[config.mk]
export PLATFORM = sky130hd
export DESIGN_NAME = pcm_dsp_shifter
export DESIGN_NICKNAME = d
export VERILOG_FILES = /design/src/rtl/pcm_dsp_shifter.sv
export SDC_FILE = /design/constraint.sdc
export NUM_CORES = 1
export LEC_CHECK = 0
export BUFFER_PORTS_ARGS = -buffer_cell sky130_fd_sc_hd__buf_2
export CAP_MARGIN = 10
export CORE_MARGIN = 3
export CORE_UTILIZATION = 25
export DETAILED_ROUTE_END_ITERATION = 8
export PLACE_DENSITY_LB_ADDON = 0.05
export SLEW_MARGIN = 20
export SYNTH_ARGS = -nofsm -noshare
export SYNTH_HDL_FRONTEND = slang
export SYNTH_SLANG_ARGS = --single-unit
[constraint.sdc]
create_clock -name clk -period 3.6 [get_ports clk]
set_input_delay 0.36 -clock clk [delete_from_list [all_inputs] [get_ports clk]]
set_output_delay 0.36 -clock clk [all_outputs]
set_load 0.03 [all_outputs]
[src/rtl/pcm_dsp_shifter.sv]
module pcm_dsp_shifter #(
  parameter int W = 16
) (
  input  logic         clk,
  input  logic         rst_n,
  input  logic         bit_launch,
  input  logic         bit_sample,
  input  logic         fsync,
  input  logic         tx_late,
  input  logic         rx_late,
  input  logic         tx_valid,
  input  logic [W-1:0] tx_data,
  output logic         tx_ack,
  output logic         tx_underrun,
  output logic         tx_sd,
  input  logic         rx_sd,
  output logic         rx_valid,
  output logic [W-1:0] rx_data
);
  localparam int CW = $clog2(W + 1);

  logic         frame_start;
  logic [W-1:0] tx_load;
  logic [W-1:0] tx_sh;
  logic [CW-1:0] tx_left;
  logic [W-1:0] rx_sh;
  logic [CW-1:0] rx_cnt;
  logic         rx_busy, rx_skip;

  assign frame_start = bit_launch & fsync;
  assign tx_ack      = frame_start & tx_valid;
  assign tx_load     = tx_valid ? tx_data : '0;

  always_ff @(posedge clk) begin
    if (!rst_n) begin
      tx_sd       <= 1'b0;
      tx_sh       <= '0;
      tx_left     <= '0;
      tx_underrun <= 1'b0;
    end else begin
      tx_underrun <= frame_start & ~tx_valid;
      if (frame_start) begin
        if (tx_late) begin
          tx_sd   <= 1'b0;
          tx_sh   <= tx_load;
          tx_left <= CW'(W);
        end else begin
          tx_sd   <= tx_load[W-1];
          tx_sh   <= {tx_load[W-2:0], 1'b0};
          tx_left <= CW'(W - 1);
        end
      end else if (bit_launch) begin
        if (tx_left != '0) begin
          tx_sd   <= tx_sh[W-1];
          tx_sh   <= {tx_sh[W-2:0], 1'b0};
          tx_left <= tx_left - 1'b1;
        end else begin
          tx_sd <= 1'b0;
        end
      end
    end
  end

  always_ff @(posedge clk) begin
    if (!rst_n) begin
      rx_sh    <= '0;
      rx_cnt   <= '0;
      rx_busy  <= 1'b0;
      rx_skip  <= 1'b0;
      rx_data  <= '0;
      rx_valid <= 1'b0;
    end else begin
      rx_valid <= 1'b0;
      if (frame_start) begin
        rx_busy <= 1'b1;
        rx_skip <= rx_late;
        rx_cnt  <= '0;
      end else if (bit_sample && rx_busy) begin
        if (rx_skip) begin
          rx_skip <= 1'b0;
        end else begin
          rx_sh <= {rx_sh[W-2:0], rx_sd};
          if (rx_cnt == CW'(W - 1)) begin
            rx_data  <= {rx_sh[W-2:0], rx_sd};
            rx_valid <= 1'b1;
            rx_busy  <= 1'b0;
          end else begin
            rx_cnt <= rx_cnt + 1'b1;
          end
        end
      end
    end
  end

  a_r3_underrun_flag: assert property (@(posedge clk) disable iff (!rst_n)
    (frame_start && !tx_valid) |=> tx_underrun);
  a_r4_tx_holds: assert property (@(posedge clk) disable iff (!rst_n)
    !bit_launch |=> $stable(tx_sd));
  a_r5_late_slot0_low: assert property (@(posedge clk) disable iff (!rst_n)
    (frame_start && tx_late) |=> !tx_sd);
  a_r6_tail_low: assert property (@(posedge clk) disable iff (!rst_n)
    (bit_launch && !fsync && tx_left == '0) |=> !tx_sd);
  a_r8_single_pulse: assert property (@(posedge clk) disable iff (!rst_n)
    rx_valid |=> !rx_valid);
  a_r8_data_held: assert property (@(posedge clk) disable iff (!rst_n)
    !rx_valid |-> $stable(rx_data));
  a_r9_restart_no_word: assert property (@(posedge clk) disable iff (!rst_n)
    frame_start |=> !rx_valid);
  a_r2_ack_excl: assert property (@(posedge clk) disable iff (!rst_n)
    !(tx_ack && tx_underrun && $past(frame_start)));
endmodule

After elaboration in Yosys (flattened, before gate mapping) --
Index checks and enable logic that the tools add are counted.
Cells by class: reductions and logical operators 13, equal/unequal tests 2, mux-type cells 20, bitwise logic cells 9, $add $sub $neg 2
Operators by type and width (count):
- 16-bit 2-to-1 mux | 5
- 5-bit 2-to-1 mux | 4
- 1-bit 2-to-1 mux | 11
- 3-bit AND reduction | 3
- 2-bit nonzero test | 4
- 1-bit inverter | 6
- 5-bit by 1-bit adder with 5-bit output (second input constant) | 1
- 5-bit by 4-bit equality test with 1-bit output (second input constant) | 1
- 5-bit nonzero test | 1
- 5-bit by 1-bit subtractor with 5-bit output (second input constant) | 1
- 4-bit AND reduction | 1
- 4-bit OR reduction | 1
- 1-bit bitwise AND | 3
- 2-bit != test (second input constant) | 1
- 2-bit AND reduction | 1
- 2-bit OR reduction | 1
- 1-bit logical AND | 1
Storage, ports and cells: flip-flop bits (word level) 62, word-level logic and storage cells 56, input port bits 25, output and inout bits 20

Longest topological paths before layout --
word-level depth 5, gate-level depth with buffers 7, mapped depth without buffers 6

Worst setup path after synthesis --
OpenSTA, ideal clock, no wires.
path type reg2reg, start register tx_left[0], end register tx_sh[13], setup slack 1.865 ns, path buffers 1, data required time 3.478 ns, stages on the path, launching flop included 7, period minus slack after synthesis 1.735 ns, arrival time 1.614 ns, setup time 0.122 ns, cell sequence dfxtp_1 -> inv_1 -> ha_1 -> or4b_4 -> buf_6 -> and3_1 -> o311a_1
Between the ends: word-level cells in the longest chain between the ends 3
Ends and longest elaborated chain:
- from (decl) | line 25 | logic [CW-1:0] tx_left;
- from (signal assigned) | line 46 | tx_left <= CW'(W);
- from (signal assigned) | line 50 | tx_left <= CW'(W - 1);
- from (signal assigned) | line 56 | tx_left <= tx_left - 1'b1;
- 5-bit nonzero test | line 53 | if (tx_left != '0) begin
- 2-bit nonzero test (no line)
- 2-bit AND reduction (no line)
- to (signal assigned) | line 45 | tx_sh <= tx_load;
- to (signal assigned) | line 49 | tx_sh <= {tx_load[W-2:0], 1'b0};
- to (signal assigned) | line 55 | tx_sh <= {tx_sh[W-2:0], 1'b0};
- to (decl) | line 24 | logic [W-1:0] tx_sh;
Every way passes these cells. A chain may end at the register's enable or synchronous reset.

Worst setup path after layout --
start register tx_left[0], end register tx_left[2]
Between the ends: word-level cells in the longest chain between the ends 4, elaborated cells between the ends (all ways) 7, those cells by class add/sub: 1; mux: 3; reduce/logical: 3
Ends and longest elaborated chain:
- 5-bit by 1-bit subtractor with 5-bit output | line 56
- 5-bit 2-to-1 mux | line 53
- 5-bit 2-to-1 mux | line 52 | end else if (bit_launch) begin
- 5-bit 2-to-1 mux | line 42 | if (frame_start) begin
Parallel ways exist; a longest one is shown, timed or not. The select of a mux whose other input is x is not followed.

==> metrics.cfg <==
[pwr]
p_leak_nw=1.29
power.internal_mw=1.28
p_comb_share_pct=12.7
ir_drop_mv=0.234
seqPwrFrac_pct=42.7
switching_power_uw=454
clkPwrFrac_pct=44.6
swShare_pct=26.2
power.density_nw_per_um2=491

[critical_path]
reg2reg_depth=5
r2r_end=tx_left[2]
reg2reg_slack_ns=1.37
r2r-start=tx_left[0]
crit_buf_inv=1
critPathCaptureType=register
worst-setup-path-type=register to register
cp.required_ns=3.82
worstPathArrival_ns=2.46
critPathSlowestCell=or4b_4
critical-path-top-delay-family=compound AO/OA/AOI/OAI gates
cp_cell_sequence=inv_1, ha_1, or4b_4, o21a_1, a31o_2
critPathLaunchType=register
cp_max_fo=21
cpPeakStageDelay_ns=0.63

[routing]
drtAntennaViolNets=0
drc=0
wl_per_cell_um=15.7
drtIter0Drc=170
wirelength_um=7970
vias=2531
via_per_inst=4.98
dr.pass1.iters=4

[clocking]
clk_pin_slew_ns=0.05
cts-htree-levels=3
cts-root-buf=clkbuf_16
cts_sinks=62
cts.path.max_buffers=2
cts_buffers=9
clock_latency_ns=0.33
cts_resized=0
hold_buffers=0
cts_tree=done
cts_post_setup_buffers_inserted=0

[logic_synthesis]
netlist_top_cells_area=dfxtp_1, mux2i_1, mux2_2
yosysWarnings=0
synth_seq_cells=62
synth.cell_area_sq_um=3010
synth_cells=336
synth-edff-count=0
synth.largest_area_cell=dfxtp_1
async_reset_ff_share_pct=0
netlist-cell-type-count=49
syn_nets=364
yosys.area.top_type_share_pct=41.3
synthFlopType=dfxtp_1
syn_avg_cell_area_sq_um=8.95
yosysSeqAreaShare_pct=41.3

[sta]
setup_viol=0
fin_tns_setup_ns=0
max_slew.worst_pin.slew_ns=0.807
hold_viol=0
fin_skew_ns=0.00492
layout_min_cycle_time_ns=2.23
slew_headroom_pct=46.2
report.final.slew_viol_count=0
fin_ws_ns=1.37
period_share_pct=62.1
hold-worst-slack_ns=0.303
rsz0062_at_grt=false
max_freq_ghz=0.448

[layout]
final_common_cell=dfxtp_1
nets=390
drive_above_1_share_pct=22.7
layout_common_cells=dfxtp_1, buf_2, nand2_1
antenna_cells=0
syn_to_final_growth_pct=17.4

[grt]
grt_pass1_vias=2459
grt_max_degree=79
grt_pass1_wl_um=13200
antenna_found_initial=0
grt_overflow=0
track_usage_pct=12.8

[die]
die_y_um=116
coreArea_sq_um=11600
num_io_pins=45
start_util_pct=26.0
die_w_um=116
row_count=39
die_area_sq_um=13400

[hold_path]
min_to=rx_sh[0]
hp-start=rx_sd
min_path_cells=3
hold_path_class=primary input to register

[outcome]
outcome=finished, final reports clean

[placed_design]
gp_routability_congestion=0.692
dp_hpwl_um=4750
io_buffers=44
pre_cts_ws_ns=1.19

[run]
maxCapViolCount=0

==> logic make-up (layout without fill, tap and decap cells) <==
kind of cell	count (synthesis)	in the layout	synth area share, %
fa+ha+maj	3	3	1.25
buf+inv	39	68	6.08
compound gates	101	101	23.0
flops	62	62	41.3
simple gates	97	97	16.6
xor+xnor	1	1	0.291
mux	33	33	11.6
==> sequential cells by signal (all words and copies together), names as in the netlist, 5 cells and up <==
signal   count
rx_data     16
rx_cnt       5
rx_sh       15
tx_sh       16
tx_left      5
==> cell type report <==
class                   instances  area (sq um)
fillers                      1244          8040
flip-flops and latches         62          1240
well taps                     143           179
clock inverters                 2          10.0
inverters                       7          26.3
clock buffers                  12           246
multi-input cells             235          1580
repair buffers                 47           243
==> power groups by stage <==
stage	Combinational (mW)	Clock (mW)	Sequential, mW
floorplan	0.175	0	0.750
global placement	0.224	0	0.753
detailed placement	0.223	0	0.753
CTS	0.224	0.803	0.739
global route	0.248	0.839	0.743
finish	0.220	0.772	0.740
==> cell usage after synthesis (5+ instances only) <==
cell type	instances
inv_1	7
mux2i_1	19
dfxtp_1	62
o21a_1	6
o21ai_0	30
a21oi_1	7
o31ai_1	5
and3_1	7
nand3_1	18
buf_2	5
mux2_2	14
a22oi_1	14
a211oi_1	6
a21boi_0	14
nand2_1	40
nor3_1	12
clkbuf_1	21
==> through the flow <==
stage / power [mW] / instance area [sq um] / util (%) / instances
5_1_grt: 1.83 / 3530 / 30.5 / 508
6_report: 1.73 / 3530 / 30.5 / 508
2_1_floorplan: 0.925 / 3010 / - / 336
3_5_place_dp: 0.976 / 3270 / 28.3 / 494
4_1_cts: 1.77 / 3530 / 30.5 / 508
3_3_place_gp: 0.978 / 3270 / 28.3 / 494
==> metal layers <==
| metal | global-route usage [%] | up-vias | wire [um] |
|---|---|---|---|
| met2 | 20.1 | 49 | 3690 |
| met4 | 3.71 | 0 | 65 |
| met3 | 5.07 | 5 | 349 |
| li1 | - | 1283 | - |
| met1 | 16.4 | 1194 | 3860 |
| met5 | 0 | - | 0 |
==> worst min-delay path: cells and delay by family <==
kind | cells | cell delay [ns]
AO/OA/AOI/OAI | 1 | 0.05
buffers and inverters | 1 | 0.11
AND/OR/NAND/NOR | 1 | 0.06
==> how the worst max path moves through the flow <==
stage / startpoint / to / slack [ns] / cells past startpoint
floorplan: tx_left[0] / tx_sh[13] / 1.86 / 6
global placement: bit_sample / rx_data[2] / 1.22 / 4
detailed placement: bit_sample / rx_data[12] / 1.19 / 4
CTS: rx_busy / rx_data[12] / 1.27 / 3
global route: tx_left[0] / tx_sh[3] / 1.21 / 5
finish: tx_left[0] / tx_left[2] / 1.37 / 5
Power figures use the tool's default switching activity.
